`src/rtl/pix_timing_pkg.sv`:
```
package pix_timing_pkg;

  // Per-slot strobes handed from the control to the datapath
  typedef struct packed {
    logic hStart;
    logic hEnd;
    logic vStart;
    logic vEnd;
    logic valid;
  } strobe_t;

  localparam strobe_t STROBE_IDLE = '{default: 1'b0};

endpackage

```
`src/rtl/pix_timing_ctrl.sv`:
```
module pix_timing_ctrl
  import pix_timing_pkg::*;
#(
  parameter int H_W = 12,
  parameter int V_W = 12
) (
  input  logic           clk,
  input  logic           rstN,
  input  logic           enable,
  input  logic [H_W-1:0] cfgTotalPix,
  input  logic [H_W-1:0] cfgActivePix,
  input  logic [H_W-1:0] cfgFrontPorch,
  input  logic [H_W-1:0] cfgBackPorch,
  input  logic [V_W-1:0] cfgTotalLines,
  input  logic [V_W-1:0] cfgFirstLine,
  input  logic [V_W-1:0] cfgLastLine,
  output strobe_t        strobe,
  output logic           paramErr
);

  localparam int HS_W = H_W + 1;

  logic           running;
  logic           errSticky;
  logic           errNow;
  logic [H_W-1:0] pixCnt;
  logic [V_W-1:0] lineCnt;
  logic           lastPix;
  logic           lastLine;
  logic [HS_W-1:0] porchSum;
  logic [HS_W-1:0] blankSpan;
  logic [H_W-1:0] colOff;
  logic           colAct;
  logic           rowAct;
  logic           slotOn;

  // Settings consistency, evaluated every cycle
  always_comb begin
    porchSum  = HS_W'(cfgFrontPorch) + HS_W'(cfgBackPorch);
    blankSpan = HS_W'(cfgTotalPix) - HS_W'(cfgActivePix);
    errNow    = (porchSum != blankSpan)
             || (cfgActivePix == '0)
             || (cfgActivePix > cfgTotalPix)
             || (cfgFirstLine > cfgLastLine)
             || (cfgLastLine >= cfgTotalLines);
  end

  assign lastPix  = (pixCnt >= cfgTotalPix - H_W'(1));
  assign lastLine = (lineCnt >= cfgTotalLines - V_W'(1));

  always_ff @(posedge clk or negedge rstN) begin
    if (!rstN) begin
      running   <= 1'b0;
      errSticky <= 1'b0;
      pixCnt    <= '0;
      lineCnt   <= '0;
    end else begin
      errSticky <= errSticky | errNow;
      if (!running) begin
        running <= enable;
      end else if (lastPix) begin
        pixCnt  <= '0;
        lineCnt <= lastLine ? '0 : lineCnt + V_W'(1);
      end else begin
        pixCnt <= pixCnt + H_W'(1);
      end
    end
  end

  // Position decode: back porch, active region, front porch
  always_comb begin
    colOff = pixCnt - cfgBackPorch;
    colAct = (pixCnt >= cfgBackPorch) && (colOff < cfgActivePix);
    rowAct = (lineCnt >= cfgFirstLine) && (lineCnt <= cfgLastLine);
    slotOn = running && !errNow && !errSticky && colAct && rowAct;

    strobe        = STROBE_IDLE;
    strobe.valid  = slotOn;
    strobe.hStart = slotOn && (colOff == '0);
    strobe.hEnd   = slotOn && (colOff == cfgActivePix - H_W'(1));
    strobe.vStart = strobe.hStart && (lineCnt == cfgFirstLine);
    strobe.vEnd   = strobe.hEnd && (lineCnt == cfgLastLine);
  end

  assign paramErr = errSticky;

endmodule

```
`src/rtl/pix_timing_dp.sv`:
```
module pix_timing_dp
  import pix_timing_pkg::*;
#(
  parameter int PIX_W = 8
) (
  input  logic             clk,
  input  logic             rstN,
  input  strobe_t          strobe,
  input  logic [PIX_W-1:0] pixIn,
  output strobe_t          strobeQ,
  output logic [PIX_W-1:0] pixOut
);

  always_ff @(posedge clk or negedge rstN) begin
    if (!rstN) begin
      strobeQ <= STROBE_IDLE;
      pixOut  <= '0;
    end else begin
      strobeQ <= strobe;
      pixOut  <= strobe.valid ? pixIn : '0;
    end
  end

endmodule

```
`src/rtl/pix_timing_gen.sv`:
```
module pix_timing_gen
  import pix_timing_pkg::*;
#(
  parameter int H_W   = 12,
  parameter int V_W   = 12,
  parameter int PIX_W = 8
) (
  input  logic             clk,
  input  logic             rstN,
  input  logic             enable,
  input  logic [H_W-1:0]   cfgTotalPix,
  input  logic [H_W-1:0]   cfgActivePix,
  input  logic [H_W-1:0]   cfgFrontPorch,
  input  logic [H_W-1:0]   cfgBackPorch,
  input  logic [V_W-1:0]   cfgTotalLines,
  input  logic [V_W-1:0]   cfgFirstLine,
  input  logic [V_W-1:0]   cfgLastLine,
  input  logic [PIX_W-1:0] pixIn,
  output logic [PIX_W-1:0] pixOut,
  output logic             hStartO,
  output logic             hEndO,
  output logic             vStartO,
  output logic             vEndO,
  output logic             validO,
  output logic             paramErr
);

  strobe_t strobe;
  strobe_t strobeQ;

  pix_timing_ctrl #(.H_W(H_W), .V_W(V_W)) u_ctrl (
    .clk          (clk),
    .rstN         (rstN),
    .enable       (enable),
    .cfgTotalPix  (cfgTotalPix),
    .cfgActivePix (cfgActivePix),
    .cfgFrontPorch(cfgFrontPorch),
    .cfgBackPorch (cfgBackPorch),
    .cfgTotalLines(cfgTotalLines),
    .cfgFirstLine (cfgFirstLine),
    .cfgLastLine  (cfgLastLine),
    .strobe       (strobe),
    .paramErr     (paramErr)
  );

  pix_timing_dp #(.PIX_W(PIX_W)) u_dp (
    .clk    (clk),
    .rstN   (rstN),
    .strobe (strobe),
    .pixIn  (pixIn),
    .strobeQ(strobeQ),
    .pixOut (pixOut)
  );

  assign hStartO = strobeQ.hStart;
  assign hEndO   = strobeQ.hEnd;
  assign vStartO = strobeQ.vStart;
  assign vEndO   = strobeQ.vEnd;
  assign validO  = strobeQ.valid;

endmodule

```
`config.mk`:
```
export PLATFORM = sky130hd
export DESIGN_NAME = pix_timing_gen
export DESIGN_NICKNAME = d
export VERILOG_FILES = /design/src/rtl/pix_timing_pkg.sv /design/src/rtl/pix_timing_ctrl.sv /design/src/rtl/pix_timing_dp.sv /design/src/rtl/pix_timing_gen.sv
export SDC_FILE = /design/constraint.sdc
export NUM_CORES = 1
export LEC_CHECK = 0
export ABC_AREA = 1
export BUFFER_PORTS_ARGS = -buffer_cell sky130_fd_sc_hd__buf_2
export CORE_ASPECT_RATIO = 0.8
export CORE_UTILIZATION = 54
export DETAILED_ROUTE_END_ITERATION = 10
export PLACE_DENSITY = 0.81
export SETUP_SLACK_MARGIN = 0.15
export SYNTH_ARGS = -nofsm -noshare
export SYNTH_HDL_FRONTEND = slang
export SYNTH_SLANG_ARGS = --single-unit
```
`constraint.sdc`:
```
create_clock -name clk -period 2.7 [get_ports clk]
set_input_delay 0.405 -clock clk [delete_from_list [all_inputs] [get_ports clk]]
set_output_delay 0.405 -clock clk [all_outputs]
set_load 0.03 [all_outputs]
```
==> flow_summary.toml <==
[synthesis]
syn_nets = 1294
syn_area_um2 = 6790
synth-edff-count = 0
synth_seq_cells = 39
yosysWarnings = 0
synth.distinct_cells = 44
ys_seq_area_share_pct = 14.4
syn_avg_cell_area_um2 = 6.34
synth-adder-area-share_pct = 23.9
synth_top_flop_cell = "dfrtp_1"
yosys.area_share.simple_pct = 33.2
synth_xor_area_share_pct = 6.30
synth_top_family_by_area = "simple AND/OR/NAND/NOR gates"
synth.mux.area_fraction_pct = 0
netlist_instances = 1071
synth-compound-area-share_pct = 10.0
async_reset_ff_share_pct = 100

[route]
drt_iter0_drc = 649
drt_wl_total_mm = 21.9
via_per_inst = 5.41
route.detailed.drc = 0
maxUsedRoutingLayer = "met4"
dr_wl_met2_mm = 9.25
antenna_left = 0
route.met3.wl_mm = 2.11
wl_met1_mm = 9.96
first_pass_iters = 6
num_vias = 7912
wire_per_inst_um = 15.0

[status]
status = "finished with violations"
violations = "setup timing"

[grt]
grt_pass1_wl_mm = 34.3
antenna_found_initial = 0
grt.overflow.total = 0
grtUsageTotal_pct = 33.6
grt_max_degree = 40
grt_pass1_vias = 7238

[clocking]
clk_latency_ns = 0.28
cts_buffers = 5
h-tree-depth = 2
ctsHoldBuffers = 0
clk_pin_slew_ns = 0.06
root_buffer = "clkbuf_16"
cts.sinks = 39
clk_path_buf_depth = 2
cts_tree = "done"

[final_layout]
design_area_um2 = 9010
layout-drive-gt1-share_pct = 25.5
antennaDiodeCount = 0
num-nets-final = 1513
area_delta_synth_final_pct = 32.6
fin_cells = 1462

[critical_path]
rr_worst_depth = 17
cp_max_fo = 4
r2r_end = "u_dp.strobeQ[2]"
startpoint_type = "flop"
cp-startpoint = "u_ctrl.pixCnt[0]"
crit_arrival_ns = 3.12
rrSetupSlack_ns = -0.22
regToRegStartpoint = "u_ctrl.pixCnt[0]"
crit_required_ns = 2.91
crit_path_end_kind = "flop"
critPathKind = "flop to flop"

[floorplan]
design.core.area_um2 = 12200
die-area_um2 = 13000
die_height_um = 102
rows = 36
chipWidth_um = 127
start_util_pct = 55.6
io_pins = 109

[job]
drv_cap = 0

[placement]
dp_hpwl_mm = 16.8
gp_congestion = 0.959
port_buffers = 108
placed_cell_area_um2 = 8230
preCtsSetupSlack_ns = -0.372
dp.cells = 1431

[power_and_ir_drop]
power_density_nw_per_um2 = 632
clkPwrFrac_pct = 11.8
comb_power_share_pct = 71.7
power_w = 0.00570
seq_power_share_pct = 16.6
swShare_pct = 47.6
power.internal_w = 0.00299
leakage_nw = 5.29
p_switching_w = 0.00271
vdd_drop_max_mv = 0.421

[timing]
period_minus_slack_ns = 2.92
worst_clock_skew_ns = 0.00773
hold-worst-slack_ns = 0.244
slew_violations = 0
slew_headroom_pct = 41.3
hold_violations = 0
setup_viol = 35
worst_pin_slew_ns = 0.881
clock.fmax_mhz = 343
period_share_pct = 108
rsz0062_at_grt = "true"
fin_ws_ns = -0.216

[worst_hold_path]
hp-class = "input pin to asynchronous set/reset pin"
## per-stage QoR
stage | TNS [ns] | utilization, %
finish | -5.12 | 73.8
global route | -9.55 | 73.8
CTS | -1.10 | 72.7
detailed placement | -9.21 | 67.4
global placement | -5.60 | 67.4
floorplan | 0 | -
## critical path: stages (launching register included)
cell      delay, ns
dfrtp_1        0.39
inv_2          0.11
ha_4           0.15
inv_4          0.03
fa_2           0.37
nand3_4        0.09
nand2_4        0.07
nand2_4        0.08
nand2_2        0.05
a21o_1         0.19
xor2_2         0.15
inv_1          0.06
ha_2           0.17
a211oi_2       0.24
nand4_1        0.21
a21oi_4        0.25
nand3_2        0.12
nor2_1         0.11
## metal layers
layer / vias to the layer above / track usage (%)
li1: 3886 / -
met1: 3549 / 47.1
met2: 402 / 52.6
met3: 75 / 6.49
met4: 0 / 9.71
met5: - / 0
## sequential cells by signal, indices dropped and copies added, names as in the netlist
| name | cells |
|---|---|
| u_ctrl.running | 1 |
| u_dp.pixOut | 8 |
| u_ctrl.lineCnt | 12 |
| u_ctrl.pixCnt | 12 |
| u_ctrl.paramErr | 1 |
| u_dp.strobeQ | 5 |
## synthesized netlist by cell type, drive strengths merged (3+ instances only)
| cell type | n | area share, % |
|---|---|---|
| nand2 | 283 | 16 |
| inv | 214 | 12 |
| ha | 125 | 23 |
| nor2 | 99 | 5.8 |
| nand3 | 72 | 5.5 |
| a21oi | 55 | 4.4 |
| dfrtp | 39 | 14 |
| xor2 | 37 | 4.9 |
| o21ai | 31 | 2.3 |
| nand4 | 25 | 2.4 |
| nor3 | 20 | 1.5 |
| xnor2 | 11 | 1.4 |
| a21o | 7 | 0.77 |
| nand3b | 7 | 0.77 |
| nor4 | 6 | 0.55 |
| or2 | 5 | 0.46 |
| a211oi | 4 | 0.44 |
| o21bai | 4 | 0.44 |
| clkbuf | 3 | 0.17 |
| fa | 3 | 0.88 |
| o21a | 3 | 0.33 |
| o31ai | 3 | 0.33 |
## repair_timing
action	in CTS	in global routing
gates resized for setup	72	34
endpoints found under the setup margin	33	38
gates cloned	2	0
buffers inserted	19	2
pin swaps	22	18
## layout by cell type (no fill, tap or decap), drive strengths merged
master,count
nand2,285
buf,215
inv,214
ha,125
nor2,99
nand3,72
a21oi,55
dfrtp,39
xor2,37
o21ai,31
nand4,25
nor3,20
xnor2,11
a21o,7
nand3b,7
nor4,6
clkbuf,5
or2,5
o21bai,4
a211oi,4
o21a,3
o31ai,3
fa,3
a31oi,2
a21boi,2
o2111ai,2
o211ai,2
or3,2
clkinv,2
a221oi,1
and2,1
nor3b,1
bufinv,1
## kinds of logic (layout without fill, tap and decap cells)
logic type	after synthesis	in the layout
buffers and inverters	219	437
adder cells (fa/ha/maj)	128	128
AND/OR/NAND/NOR	521	523
flip-flops	39	39
XOR/XNOR	48	48
AO/OA/AOI/OAI	116	116
## power by group through the flow
stage | clock network [W] | logic (W) | registers [W]
6_report | 0.000671 | 0.00408 | 0.000943
5_1_grt | 0.000703 | 0.00452 | 0.000950
3_5_place_dp | 0 | 0.00335 | 0.000923
2_1_floorplan | 0 | 0.00216 | 0.000868
4_1_cts | 0.000676 | 0.00377 | 0.000923
3_3_place_gp | 0 | 0.00325 | 0.000918
## final cells by class
class                           count  area, um^2
Clock inverter                      3        43.8
Fill cell                         930        3200
Tap cell                          171         214
Timing Repair Buffer              215        1420
Multi-Input combinational cell    815        5410
Clock buffer                        5         125
Sequential cell                    39         977
Inverter                          214         816
## worst max-delay path by stage
stage               slack, ns           endpoint  cells after the start
global placement        -0.21     u_dp.pixOut[2]                     16
finish                  -0.22    u_dp.strobeQ[2]                     17
detailed placement      -0.37  u_ctrl.lineCnt[3]                     19
floorplan                0.11     u_dp.pixOut[2]                     17
global route            -0.37    u_dp.strobeQ[2]                     17
CTS                     -0.10    u_dp.strobeQ[1]                     17
No activity file was read; power rests on OpenSTA's default activity.
